--- src/rtl/pdf_ctrl_pkg.sv ---
package pdf_ctrl_pkg;

    localparam int DIV_W = 8;

    typedef enum logic [1:0] {
        MODE_SLOW      = 2'b00,
        MODE_FAST_HALF = 2'b01,
        MODE_MID       = 2'b10,
        MODE_FAST      = 2'b11
    } rate_mode_e;

    typedef struct packed {
        logic [DIV_W-1:0] div;
        logic             half;
    } mode_cfg_t;

    function automatic mode_cfg_t decode_mode(
        input logic [1:0]       sel,
        input logic [DIV_W-1:0] d_slow,
        input logic [DIV_W-1:0] d_mid
    );
        mode_cfg_t c;
        case (rate_mode_e'(sel))
            MODE_SLOW:      begin c.div = d_slow;           c.half = 1'b0; end
            MODE_MID:       begin c.div = d_mid;            c.half = 1'b0; end
            MODE_FAST_HALF: begin c.div = DIV_W'(1);        c.half = 1'b1; end
            default:        begin c.div = DIV_W'(1);        c.half = 1'b0; end
        endcase
        return c;
    endfunction

endpackage

--- src/rtl/pdf_mode_decode.sv ---
module pdf_mode_decode
    import pdf_ctrl_pkg::*;
#(
    parameter int DIV_SLOW = 4,
    parameter int DIV_MID  = 2
) (
    input  logic       en,
    input  logic [1:0] sel,
    output mode_cfg_t  cfg,
    output logic       half_win
);
    localparam logic [DIV_W-1:0] D_SLOW = DIV_W'(DIV_SLOW);
    localparam logic [DIV_W-1:0] D_MID  = DIV_W'(DIV_MID);

    always_comb begin
        cfg      = decode_mode(sel, D_SLOW, D_MID);
        half_win = en & cfg.half;
    end
endmodule

--- src/rtl/pdf_wake_seq.sv ---
module pdf_wake_seq #(
    parameter int WAKE_EDGES = 2
) (
    input  logic clk,
    input  logic rst,
    input  logic en,
    output logic clr,
    output logic run
);
    localparam int WW = $clog2(WAKE_EDGES + 1);
    localparam logic [WW-1:0] LAST = WW'(WAKE_EDGES);
    localparam logic [WW-1:0] FIRE = WW'(WAKE_EDGES - 1);

    logic [WW-1:0] cnt_q;
    logic          clr_q;

    always_ff @(posedge clk) begin
        if (rst || !en) begin
            cnt_q <= '0;
            clr_q <= 1'b0;
        end else begin
            clr_q <= (cnt_q == FIRE);
            if (cnt_q != LAST)
                cnt_q <= cnt_q + 1'b1;
        end
    end

    assign clr = clr_q;
    assign run = en && (cnt_q == LAST) && !clr_q;


    clr_single_chk: assert property (@(posedge clk) disable iff (rst)
        clr_q |=> !clr_q);


    clr_needs_en_chk: assert property (@(posedge clk) disable iff (rst)
        clr_q |-> $past(en));
endmodule

--- src/rtl/pdf_rate_div.sv ---
module pdf_rate_div
    import pdf_ctrl_pkg::*;
(
    input  logic             clk,
    input  logic             rst,
    input  logic             clear,
    input  logic             run,
    input  logic [DIV_W-1:0] div,
    output logic             stb
);
    logic [DIV_W-1:0] cnt_q;

    always_ff @(posedge clk) begin
        if (rst || clear)
            cnt_q <= '0;
        else if (run)
            cnt_q <= (cnt_q >= div - 1'b1) ? '0 : cnt_q + 1'b1;
    end

    assign stb = run && (cnt_q == '0);


    slow_gap_chk: assert property (@(posedge clk) disable iff (rst)
        (stb && div > DIV_W'(1)) |=> !stb);
endmodule

--- src/rtl/pdf_rate_ctrl.sv ---
module pdf_rate_ctrl
    import pdf_ctrl_pkg::*;
#(
    parameter int DIV_SLOW   = 4,
    parameter int DIV_MID    = 2,
    parameter int WAKE_EDGES = 2
) (
    input  logic       clk,
    input  logic       rst,
    input  logic       en,
    input  logic [1:0] rate_sel,
    output logic       sample_stb,
    output logic       half_win,
    output logic       filt_clr,
    output logic       out_oe
);
    mode_cfg_t cfg;
    logic      run;

    pdf_mode_decode #(.DIV_SLOW(DIV_SLOW), .DIV_MID(DIV_MID)) u_dec (
        .en       (en),
        .sel      (rate_sel),
        .cfg      (cfg),
        .half_win (half_win)
    );

    pdf_wake_seq #(.WAKE_EDGES(WAKE_EDGES)) u_wake (
        .clk (clk),
        .rst (rst),
        .en  (en),
        .clr (filt_clr),
        .run (run)
    );

    pdf_rate_div u_div (
        .clk   (clk),
        .rst   (rst),
        .clear (filt_clr),
        .run   (run),
        .div   (cfg.div),
        .stb   (sample_stb)
    );

    assign out_oe = en;


    idle_quiet_chk: assert property (@(posedge clk) disable iff (rst)
        !en |-> (!sample_stb && !filt_clr));


    first_stb_chk: assert property (@(posedge clk) disable iff (rst)
        ($fell(filt_clr) && en && !$past(rst)) |-> sample_stb);


    half_mode_entry_chk: assert property (@(posedge clk) disable iff (rst)
        (en && $past(en)) |-> ((rate_sel == 2'b01) == ($past(rate_sel) == 2'b01)));
endmodule

--- config.mk ---
export PLATFORM = sky130hd
export DESIGN_NAME = pdf_rate_ctrl
export DESIGN_NICKNAME = d
export VERILOG_FILES = /design/src/rtl/pdf_ctrl_pkg.sv /design/src/rtl/pdf_mode_decode.sv /design/src/rtl/pdf_wake_seq.sv /design/src/rtl/pdf_rate_div.sv /design/src/rtl/pdf_rate_ctrl.sv
export SDC_FILE = /design/constraint.sdc
export NUM_CORES = 1
export LEC_CHECK = 0
export ABC_AREA = 1
export ABC_CLOCK_PERIOD_IN_PS = 1950
export CORE_AREA = 2 2 39 41
export DETAILED_ROUTE_END_ITERATION = 16
export DIE_AREA = 0 0 41 43
export HOLD_SLACK_MARGIN = 0.02
export SYNTH_ARGS = -nofsm -noshare
export SYNTH_HDL_FRONTEND = slang
export SYNTH_SLANG_ARGS = --single-unit
export TNS_END_PERCENT = 30
--- constraint.sdc ---
create_clock -name clk -period 1.95 [get_ports clk]
set_input_delay 0.195 -clock clk [delete_from_list [all_inputs] [get_ports clk]]
set_output_delay 0.195 -clock clk [all_outputs]
set_load 0.02 [all_outputs]
Word level (Yosys, flattened, before mapping)
Cells that the tools add are included.

Input bits: 5. Register bits: 11. Logic and storage cells: 24.

Eq/ne operators: 5. Magnitude comparators: 1. Bitwise gates (word level): 1. Reduce and logical (&&, ||, !) cells: 9. Add/subtract/negate cells: 3. Muxes and demuxes: 2.

Operators by type and width (count): one-hot mux 4 bit (3 select lines) (1); adder 8 x 1 -> 8 bit, second input constant (1); greater-or-equal comparator 8 bit (1); zero test 8 bit (1); 2-to-1 mux 8 bit (1); == test 2 x 1 -> 1 bit, second input constant (2); == test 2 bit, second input constant (2); subtractor 3 x 1 -> 4 bit, second input constant (1); logical AND 1 bit (3); adder 2 x 1 -> 2 bit, second input constant (1); zero test 1 bit (2); zero test 2 bit (1); logical OR 1 bit (2); inequality test 2 bit, second input constant (1); bitwise AND 1 bit (1).

Longest topological paths before layout
Gate-level depths: netlist of the first run.

Depth in word-level cells: 5. Mapped depth: 9.

Modules after synthesis
A second synthesis of the first run with hierarchy kept.

Cells, all modules: 140. Area, all modules: 947.2 sq um.

By module, submodules not included: pdf_rate_div (cells each 104, times used 1, area each 715.7 sq um); pdf_wake_seq (cells each 21, times used 1, area each 147.6 sq um); pdf_mode_decode (cells each 14, times used 1, area each 76.3 sq um); pdf_rate_ctrl (cells each 1, times used 1, area each 7.5 sq um).

Worst setup path after synthesis of the first run
No wires, ideal clock.

Kind: register to output. Start: reg u_wake.cnt_q[0]. End: out sample_stb. Stages on the path, launching flop included: 6. Path slack: 0.738 ns. Path buffers: 0. Data arrival time: 1.017 ns. Cells stage by stage: dfxtp_1 inv_1 ha_1 nand2_2 nor2_4 and3_2.

Longest elaborated chain between the ends: 4.

Ends and longest elaborated chain: from (decl) (line pdf_wake_seq.sv:14) `logic [WW-1:0] cnt_q;`; from (signal assigned) (line pdf_wake_seq.sv:24) `cnt_q <= cnt_q + 1'b1;`; == test 2 bit (line pdf_wake_seq.sv:29) `assign run = en && (cnt_q == LAST) && !clr_q;`; logical AND 1 bit (2 in a row) (line pdf_wake_seq.sv:29); logical AND 1 bit (line pdf_rate_div.sv:20) `assign stb = run && (cnt_q == '0);`; to (decl) (line pdf_rate_ctrl.sv:12) `output logic sample_stb,`.

No other way between the ends.

Worst setup path in the final report of the first run
Same ends and word-level chain as after synthesis.

==> summary.txt, run 1 <==
Clock network
  – CTS Sinks: 11
  – Root buf cell: clkbuf_4
  – H-Tree Depth: 1
  – Post-CTS setup buffer count: 0
  – CTS tree: done
  – Reg clk slew, reported paths: around 60 ps
  – CTS Buffer Depth: 2
  – Total CTS buffers: 3
  – Cts hold-fix bufs: 0
  – Post-cts resize count: 1
  – Clk_lat worst skew: 260 ps

Layout
  – Post-Layout Cell Count: 101
  – Synth-to-layout area growth: 23.9%
  – N_diodes: 0
  – Nets: 97
  – Layout cells sized above 1: 14.1%
  – Fill cells: approximately 150
  – Multi-input gate area in the final layout: 264 um2
  – FF+latch area: 220 um2

Detailed routing
  – Post-route DRC: 0
  – Antenna-violating nets left: 0
  – First-pass detailed-route iteration total: 2
  – Initial DRC Count: 2
  – WL/cell: 8.53 um
  – DR vias/cell: between 4 and 5
  – DRT Wirelength: roughly 860 um
  – Vias: 435

Die
  – Die W: 41 um
  – FP Rows: 14
  – Die Ht: 43 um
  – Core ar.: 0.00138 mm2
  – Starting Density: 40.1%
  – IO Pins: 9
  – Die ar.: 0.00176 mm2

Power and ir drop
  – Pwr Total: approximately 430 uW
  – Cell Pwr Density: between 600 and 700 mW/mm2
  – Internal power: 331 uW
  – Leakage: 0.356 nW
  – Share of total power in the clock network: about a third
  – Switch share: 22.6%
  – P_sw: roughly 97 uW
  – Comb pwr share: 11.4%
  – Flop pwr share: 54.0%
  – Worst vdd ir: 0.465 mV

Yosys
  – Distinct cells, synth: 17
  – Synth Cell Area: between 500 and 600 um2
  – Net Count, Synth: 83
  – Ys Warns: 0
  – Mean Syn Cell Area: 7.72 um2
  – Cells after synthesis: 72
  – Sequential share of the synthesized area: between 30% and 40%
  – Yosys reg bits: 11

Placement
  – Placement Setup Slack: ~140 ps
  – IO buf count: 8
  – Dpl cells: between 90 and 100
  – Hpwl dp: 705 um
  – GPL Wtd Cong: 0.623

GRT
  – Initial antenna violation count: 0
  – Largest net degree at the start of global routing: 7
  – Grt ovf: 0
  – Number of global-route vias before repair: 404
  – GRT Overall Usage: 13.2%
  – First-pass GRT wire length: 1500 um

Timing
  – Worst-margin pin slew: 420 ps
  – Final Hold Viols: 0
  – Unrepaired setup endpoints after global routing: false
  – Final-report max-slew violation count: 0
  – Final period util: 89.0%
  – Worst setup margin: around 210 ps
  – Crit path time final: 1740 ps
  – Max Clk Rate: ~580 MHz
  – Final Skew: approximately 2.0 ps
  – Final setup viols: 0
  – Setup TNS: 0 ps
  – Worst slew margin relative to its limit: between 70% and 80%

Run
  – Max Cap Viol: 0

Setup path
  – Largest stage delay on the critical path: 350 ps
  – Worst Path Class, Setup: flip-flop to output port
  – Cell breakdown of the critical path: inv_1 -> ha_1 -> nand2_2 -> nor2_4 -> and3_2 -> dlygate4sd2_1
  – Crit. End Element: output port
  – CP required: 1750 ps
  – CP startpoint kind: flip-flop
  – Critical path data arrival time: ~1500 ps
  – Worst Path Max Fanout: 3
  – CP max-delay cell: dfxtp_1

Hold path
  – Tightest Hold Check Type: flip-flop to flip-flop

Run status
  – Run status: finished, final reports clean
-- worst paths after layout --
check / from / end / slack [ps] / depth (start not counted)
setup / recovery: u_wake.cnt_q[0] / sample_stb / 210 / 6
hold / removal: u_div.cnt_q[7] / u_div.cnt_q[7] / 450 / 2
setup reg to reg: u_wake.cnt_q[0] / u_div.cnt_q[2] / 640 / 8
hold reg to reg: u_div.cnt_q[7] / u_div.cnt_q[7] / 450 / 2
-- final cells by class --
type | count | area share, %
multi-input cells | 43 | 38.4
well taps | 16 | 2.91
flip-flops and latches | 11 | 32.0
inverters | 17 | 9.27
repair buffers | 10 | 13.6
clock buffers | 4 | 3.82
-- metal layers --
layer  up-vias  track usage (%)  share of wire (%)
met1       192             14.1                 46
met4         0             6.00                  0
met2         4             20.0                 49
li1        239                -                  -
met5         -                0                  0
met3         0             7.85                4.1
-- cells by family after synthesis --
| family | synth area share [%] |
|---|---|
| DFF | 39.6 |
| xor gates and xnor gates | 3.15 |
| AOI/OAI and AO/OA | 4.05 |
| buffers and inverters | 12.8 |
| and+or+nand+nor | 26.8 |
| adders and majority gates | 13.5 |
-- power groups by stage --
stage / logic (mW) / registers [mW] / clock network [mW]
2_1_floorplan: 0.0289 / 0.237 / 0
3_3_place_gp: 0.0499 / 0.236 / 0
3_5_place_dp: 0.0502 / 0.236 / 0
4_1_cts: 0.0500 / 0.231 / 0.155
5_1_grt: 0.0571 / 0.231 / 0.167
6_report: 0.0490 / 0.231 / 0.148
-- flip-flops by register name (all words and copies together) (netlist names) --
register / flops
u_div.cnt_q: 8
u_wake.clr: 1
u_wake.cnt_q: 2
-- worst max-delay path: cells and delay by family, from the launching register on --
kind,cells,cell delay (ps)
buffers and inverters,2,380
adders and majority gates,1,240
DFF,1,350
and+or+nand+nor,3,320
-- cells in the mapped netlist, drive strengths merged --
master / count / share of area (%)
a211oi: 1 / 1.4
a21oi: 2 / 1.8
and3: 1 / 1.4
buf: 1 / 1.4
dfxtp: 11 / 40
ha: 6 / 14
inv: 17 / 11
nand2: 12 / 9.5
nand3: 5 / 4.5
nor2: 11 / 9.2
o21ai: 1 / 0.90
or2: 2 / 2.3
xor2: 2 / 3.2
-- metrics by stage --
stage / cell area, um2 / utilization (%) / hold slack, ps
4_1_cts: 688 / 49.7 / 456
2_1_floorplan: 556 / - / 358
6_report: 688 / 49.7 / 454
3_3_place_gp: 663 / 47.9 / 442
5_1_grt: 688 / 49.7 / 482
3_5_place_dp: 663 / 47.9 / 446
-- cells in the final DEF, fill, tap and decap left out --
| cell type | instances |
|---|---|
| nand2_2 | 3 |
| or2_2 | 1 |
| xor2_1 | 2 |
| a21oi_1 | 2 |
| clkdlybuf4s50_1 | 7 |
| and3_2 | 1 |
| nor2_2 | 1 |
| nand3_1 | 5 |
| ha_1 | 6 |
| dlygate4sd2_1 | 1 |
| inv_1 | 17 |
| clkbuf_4 | 3 |
| a211oi_1 | 1 |
| nor2_4 | 1 |
| or2_1 | 1 |
| dfxtp_1 | 11 |
| nor2_1 | 9 |
| buf_4 | 2 |
| nand2_1 | 9 |
| o21ai_0 | 1 |
| clkbuf_1 | 1 |
(Power assumes the default switching activity.)
==> run 2: changes to the inputs <==
--- a/config.mk
+++ b/config.mk
@@ -11,6 +11,7 @@
 export DETAILED_ROUTE_END_ITERATION = 16
 export DIE_AREA = 0 0 41 43
 export HOLD_SLACK_MARGIN = 0.02
+export SETUP_SLACK_MARGIN = 0.15
 export SYNTH_ARGS = -nofsm -noshare
 export SYNTH_HDL_FRONTEND = slang
 export SYNTH_SLANG_ARGS = --single-unit
==> run 2 against run 1 <==
Design area increased by 0.18%. Combinational power about the same. Total power about the same. Sequential power about the same. Highest routed layer unchanged. Clock skew unchanged. Non-clock buffer count unchanged.
==> summary.txt, run 2 (synthesis results as in run 1) <==
Layout
  – Synth-to-layout area growth: 24.1% (was 23.9%)
  – Largest Register: u_div.cnt_q (unchanged)
  – Nets: 97 (unchanged)
  – N_diodes: 0 (unchanged)
  – FF+latch area: 220 um2 (unchanged)
  – Largest register FFs: 8 (unchanged)
  – Final Util: 49.8% (was 49.7%)
  – Fill cells: 149 (was 148)
  – Multi-input gate area in the final layout: 264 um2 (unchanged)
  – Layout cells sized above 1: 14.1% (unchanged)
  – Commonest non-fill, non-tap cells in the layout: inv_1, dfxtp_1, nand2_1, nor2_1, clkdlybuf4s50_1 (unchanged)
  – Commonest non-fill, non-tap cell in the layout: inv_1 (unchanged)

Detailed routing
  – Post-route DRC: 0 (unchanged)
  – Vias: 435 (unchanged)
  – DRT Wirelength: 862 um (unchanged)
  – DR vias/cell: 4.31 (unchanged)
  – Initial DRC Count: 2 (unchanged)
  – First-pass detailed-route iteration total: 2 (unchanged)
  – Antenna-violating nets left: 0 (unchanged)
  – WL/cell: 8.53 um (unchanged)

Setup path
  – Worst Path Max Fanout: 3 (unchanged)
  – RR Endpoint: u_div.cnt_q[2] (unchanged)
  – CP required: 1750 ps (about the same)
  – Worst Path Class, Setup: input port to output port (was flip-flop to output port)
  – CP startpoint kind: input port (was flip-flop)
  – Worst-case reg-to-reg path depth: 8 (unchanged)
  – FF-to-FF Start: u_wake.cnt_q[0] (unchanged)
  – R2R Setup Slk: 640 ps (about the same)
  – Crit. End Element: output port (unchanged)
  – Critical path data arrival time: 1540 ps (about the same)

Placement
  – Hpwl dp: 705 um (unchanged)
  – IO buf count: 8 (unchanged)
  – GPL Wtd Cong: 0.623 (unchanged)
  – Placement Setup Slack: 142 ps (unchanged)

GRT
  – Initial antenna violation count: 0 (unchanged)
  – Grt ovf: 0 (unchanged)
  – First-pass GRT wire length: 1500 um (unchanged)
  – Number of global-route vias before repair: 404 (unchanged)
  – Largest net degree at the start of global routing: 7 (unchanged)
  – GRT Overall Usage: 13.2% (unchanged)

Clock network
  – Total CTS buffers: 3 (unchanged)
  – CTS tree: done (unchanged)
  – Clk_lat worst skew: 260 ps (about the same)
  – Root buf cell: clkbuf_4 (unchanged)
  – CTS Sinks: 11 (unchanged)
  – H-Tree Depth: 1 (unchanged)
  – Reg clk slew, reported paths: 60 ps (about the same)
  – CTS Buffer Depth: 2 (unchanged)
  – Cts hold-fix bufs: 0 (unchanged)

Timing
  – Final period util: 88.9% (was 89.0%)
  – Final-report max-slew violation count: 0 (unchanged)
  – Setup TNS: 0 ps (unchanged)
  – Max Clk Rate: 577 MHz (was 576 MHz)
  – Crit path time final: 1730 ps (was 1740 ps)
  – Hold Slack: 454 ps (unchanged)
  – Final Skew: 2.00 ps (unchanged)
  – Worst slew margin relative to its limit: 71.9% (unchanged)
  – Worst setup margin: 217 ps (was 214 ps)
  – Unrepaired setup endpoints after global routing: true (was false)
  – Worst-margin pin slew: 420 ps (unchanged)
  – Final setup viols: 0 (unchanged)
  – Final Hold Viols: 0 (unchanged)

Die
  – Starting Density: 40.1% (unchanged)
  – Die ar.: 0.00176 mm2 (unchanged)
  – Die W: 41 um (unchanged)
  – Core ar.: 0.00138 mm2 (unchanged)
  – Die Ht: 43 um (unchanged)
  – IO Pins: 9 (unchanged)
  – FP Rows: 14 (unchanged)

Power and ir drop
  – Worst vdd ir: 0.465 mV (about the same)
  – Leakage: 0.352 nW (was 0.356 nW)
  – Pwr Total: 428 uW (about the same)
  – Cell Pwr Density: 621 mW/mm2 (was 622 mW/mm2)

Hold path
  – Hold_sp: u_div.cnt_q[7] (unchanged)
  – Hold endpoint: u_div.cnt_q[7] (unchanged)
  – Hold path cells: 2 (unchanged)
  – Tightest Hold Check Type: flip-flop to flip-flop (unchanged)

Run status
  – Run status: finished, final reports clean (unchanged)

Run
  – Max Cap Viol: 0 (unchanged)
## run 2: changes by cell type in the layout (fill, tap and decap cells not counted)
| cell | delta |
|---|---|
| clkdlybuf4s15_1 | +1 |
| dlygate4sd2_1 | -1 |
## run 2: repair_timing
action                     in CTS  in global routing
buffers inserted                0                  0
resized for setup               1                  1
setup endpoints to repair       1                  2
## run 2: worst max-delay path by stage
stage / end / slack [ps] / start / cells after the start
after detailed placement: sample_stb / 140 / en / 5
after global routing: half_win / 150 / en / 5
after CTS: sample_stb / 190 / u_wake.cnt_q[0] / 6
final: half_win / 220 / en / 5
after global placement: sample_stb / 150 / en / 5
after floorplan: sample_stb / 740 / u_wake.cnt_q[0] / 5
## run 2: power breakdown
part	internal [mW]	switching, mW	total [mW]	leakage [nW]
Sequential	0.228	0.00287	0.231	0.0890
Clock	0.0790	0.0691	0.148	0.0150
Combinational	0.0244	0.0248	0.0491	0.249
## run 2: layout make-up
cell class	count	area share (%)
multi-input combinational	43	38.3
sequential	11	31.9
timing repair buffer	10	13.8
inverter	17	9.26
clock buffer	4	3.81
tap	16	2.90
## run 2: layer usage
metal	up-vias	global-route usage [%]	part of all wire [%]
met4	0	6.00	0
met1	192	14.1	46
met3	0	7.85	4.1
li1	239	-	-
met2	4	20.0	50
met5	-	0	0
## run 2: worst max-delay path: stages
cell	delay [ps]
clkdlybuf4s50_1	490
buf_4	120
nand2_1	40
nor2_1	70
clkdlybuf4s50_1	610
## run 2: metrics by stage
| step | std cells | area, um2 |
|---|---|---|
| finish | 101 | 689 |
| detailed placement | 97 | 663 |
| floorplan | 72 | 556 |
| global placement | 97 | 663 |
| CTS | 101 | 688 |
| global route | 101 | 689 |
==> run 3: changes to the inputs <==
--- a/config.mk
+++ b/config.mk
@@ -6,7 +6,7 @@
 export NUM_CORES = 1
 export LEC_CHECK = 0
 export ABC_AREA = 1
-export ABC_CLOCK_PERIOD_IN_PS = 1950
+export ABC_CLOCK_PERIOD_IN_PS = 2200
 export CORE_AREA = 2 2 39 41
 export DETAILED_ROUTE_END_ITERATION = 16
 export DIE_AREA = 0 0 41 43
==> constraint.sdc (replaced) <==
create_clock -name clk -period 2.2 [get_ports clk]
set_input_delay 0.22 -clock clk [delete_from_list [all_inputs] [get_ports clk]]
set_output_delay 0.22 -clock clk [all_outputs]
set_load 0.02 [all_outputs]
==> run 3 against run 2 <==
Count of clock-buffer cells in the layout did not move. Total power decreased by 11%. Highest routed layer is now met4. Critical path depth down 1. Utilization fell by 0.36 points. Design area is 0.73% lower. Clock skew grew 0.83 ps. Via count decreased by 3.2%.
==> summary.txt, run 3 (synthesis results as in run 1) <==
Detailed routing
  – Antenna-violating nets left: 0 (unchanged)
  – WL/cell: 8.58 um (was 8.53 um)
  – First-pass detailed-route iteration total: 3 (was 2)
  – Vias: 421 (was 435)
  – DR vias/cell: 4.21 (was 4.31)
  – Post-route DRC: 0 (unchanged)
  – Initial DRC Count: 1 (was 2)
  – DRT Wirelength: 858 um (was 862 um)

Power and ir drop
  – Flop pwr share: 53.9% (was 54.0%)
  – P_sw: 87.0 uW (was 96.8 uW)
  – Switch share: 22.9% (was 22.6%)
  – Comb pwr share: 11.2% (was 11.5%)
  – Leakage: 0.365 nW (was 0.352 nW)
  – Internal power: 293 uW (was 332 uW)
  – Cell Pwr Density: 555 mW/mm2 (was 621 mW/mm2)
  – Share of total power in the clock network: 34.9% (was 34.6%)
  – Worst vdd ir: 0.390 mV (was 0.465 mV)

Setup path
  – CP top delay family: buffers and inverters (unchanged)
  – Worst Path Max Fanout: 4 (was 3)
  – Cell breakdown of the critical path: clkdlybuf4s50_1 -> nand2_1 -> nor2_1 -> clkdlybuf4s50_1 (was clkdlybuf4s50_1 -> buf_4 -> nand2_1 -> nor2_1 -> clkdlybuf4s50_1)
  – RR Endpoint: u_div.cnt_q[2] (unchanged)
  – CP startpoint kind: input port (unchanged)
  – FF-to-FF Start: u_wake.cnt_q[0] (unchanged)
  – Critical path data arrival time: 1510 ps (was 1540 ps)
  – CP endpoint: half_win (unchanged)
  – CP most frequent cell: clkdlybuf4s50_1 (unchanged)
  – Worst Path Class, Setup: input port to output port (unchanged)
  – Crit. End Element: output port (unchanged)
  – Worst path depth: 4 (was 5)
  – R2R Setup Slk: 890 ps (was 640 ps)
  – Worst setup path startpoint: en (unchanged)
  – Crit path buffers/inverters: 2 (was 3)
  – Worst-case reg-to-reg path depth: 8 (unchanged)
  – CP required: 1980 ps (was 1750 ps)
  – Largest stage delay on the critical path: 610 ps (about the same)
  – CP max-delay cell: clkdlybuf4s50_1 (unchanged)

Layout
  – Nets: 96 (was 97)
  – Largest register FFs: 8 (unchanged)
  – N_diodes: 0 (unchanged)
  – Final instance area: 684 um2 (was 689 um2)
  – Commonest non-fill, non-tap cell in the layout: inv_1 (unchanged)
  – Largest Register: u_div.cnt_q (unchanged)
  – Commonest non-fill, non-tap cells in the layout: inv_1, dfxtp_1, nand2_1, nor2_1, clkdlybuf4s50_1 (unchanged)
  – Synth-to-layout area growth: 23.2% (was 24.1%)
  – Layout cells sized above 1: 13.1% (was 14.1%)

GRT
  – First-pass GRT wire length: 1460 um (was 1500 um)
  – Met3 GRT Util: 4.71% (was 7.85%)
  – M1 GR Usage: 13.8% (was 14.1%)
  – Grt ovf: 0 (unchanged)
  – GRT Overall Usage: 12.8% (was 13.2%)
  – Largest net degree at the start of global routing: 7 (unchanged)
  – Most Crowded Layer GR: met2 (unchanged)
  – Met2 usage: 19.1% (was 20.0%)
  – Initial antenna violation count: 0 (unchanged)
  – Number of global-route vias before repair: 376 (was 404)

Die
  – Die W: 41 um (unchanged)
  – IO Pins: 9 (unchanged)
  – Starting Density: 40.1% (unchanged)
  – Die Ht: 43 um (unchanged)
  – Core ar.: 0.00138 mm2 (unchanged)
  – Die ar.: 0.00176 mm2 (unchanged)
  – FP Rows: 14 (unchanged)

Placement
  – Hpwl dp: 705 um (about the same)
  – GPL Wtd Cong: 0.625 (was 0.623)
  – Dpl cell area: 656 um2 (was 663 um2)
  – IO buf count: 8 (unchanged)

Clock network
  – CTS tree: done (unchanged)
  – Total CTS buffers: 3 (unchanged)
  – H-Tree Depth: 1 (unchanged)
  – CTS Buffer Depth: 2 (unchanged)
  – CTS Sinks: 11 (unchanged)
  – Root buf cell: clkbuf_4 (unchanged)
  – Reg clk slew, reported paths: 70 ps (was 60 ps)
  – Post-CTS setup buffer count: 0 (unchanged)
  – Clk_lat worst skew: 260 ps (about the same)

Timing
  – Final period util: about four fifths
  – Final-report max-slew violation count: 0 (unchanged)
  – Max Clk Rate: 579 MHz
  – Worst-margin pin slew: 415 ps (was 420 ps)
  – Hold Slack: 454 ps (about the same)
  – Setup TNS: 0 ps (unchanged)
  – Crit path time final: around 1700 ps
  – Final setup viols: 0 (unchanged)
  – Unrepaired setup endpoints after global routing: false (was true)
  – Final Skew: 2.82 ps (was 2.00 ps)
  – Final Hold Viols: 0 (unchanged)
  – Worst slew margin relative to its limit: 72.2% (was 71.9%)

Hold path
  – Tightest Hold Check Type: flip-flop to flip-flop (unchanged)

Run
  – Max Cap Viol: 0 (unchanged)

Run status
  – Run status: finished, final reports clean (unchanged)
[run 3: worst min-delay path by stage]
stage                   startpoint        endpoint  slack, ps  cells after the start
global placement    u_div.cnt_q[3]  u_div.cnt_q[3]        440                      2
floorplan                       en      u_wake.clr        380                      2
global route        u_div.cnt_q[6]  u_div.cnt_q[6]        480                      2
finish              u_div.cnt_q[5]  u_div.cnt_q[5]        450                      2
CTS                 u_div.cnt_q[6]  u_div.cnt_q[6]        460                      2
detailed placement  u_div.cnt_q[6]  u_div.cnt_q[6]        440                      2
[run 3: power by group through the flow]
| stage | combinational (mW) | clock (mW) | sequential, mW |
|---|---|---|---|
| 5_1_grt | 0.0495 | 0.147 | 0.205 |
| 6_report | 0.0426 | 0.132 | 0.205 |
| 3_5_place_dp | 0.0433 | 0 | 0.210 |
| 3_3_place_gp | 0.0428 | 0 | 0.209 |
| 4_1_cts | 0.0436 | 0.139 | 0.205 |
| 2_1_floorplan | 0.0256 | 0 | 0.210 |
[run 3: what timing repair did]
action,in CTS,in global routing
hold buffers,0,0
endpoints found under the setup margin,0,1
resized for setup,0,1
hold endpoints to repair,0,0
[run 3: final cells by class]
type | count | area, um2
fillers | 140 | 699
multi-input cells | 43 | 264
flip-flops and latches | 11 | 220
repair buffers | 9 | 90.1
inverters | 17 | 63.8
clock buffers | 4 | 26.3
well taps | 16 | 20.0
[run 3: metrics by stage]
step	utilization, %	worst slack (ps)	instances	power, mW
global route	49.5	394	100	0.402
CTS	49.3	165	100	0.388
global placement	47.4	307	96	0.252
detailed placement	47.4	292	96	0.253
finish	49.5	474	100	0.380
floorplan	-	963	72	0.235
[run 3: worst min-delay path: stages, from the launching register on]
cell and delay, ps:
dfxtp_1 310, nand3_1 70, inv_1 30
[run 3: per-layer routing]
layer | vias to the layer above | wire length, um
met5 | - | 0
met4 | 0 | 12
met3 | 2 | 29
met2 | 4 | 391
met1 | 175 | 424
li1 | 240 | -
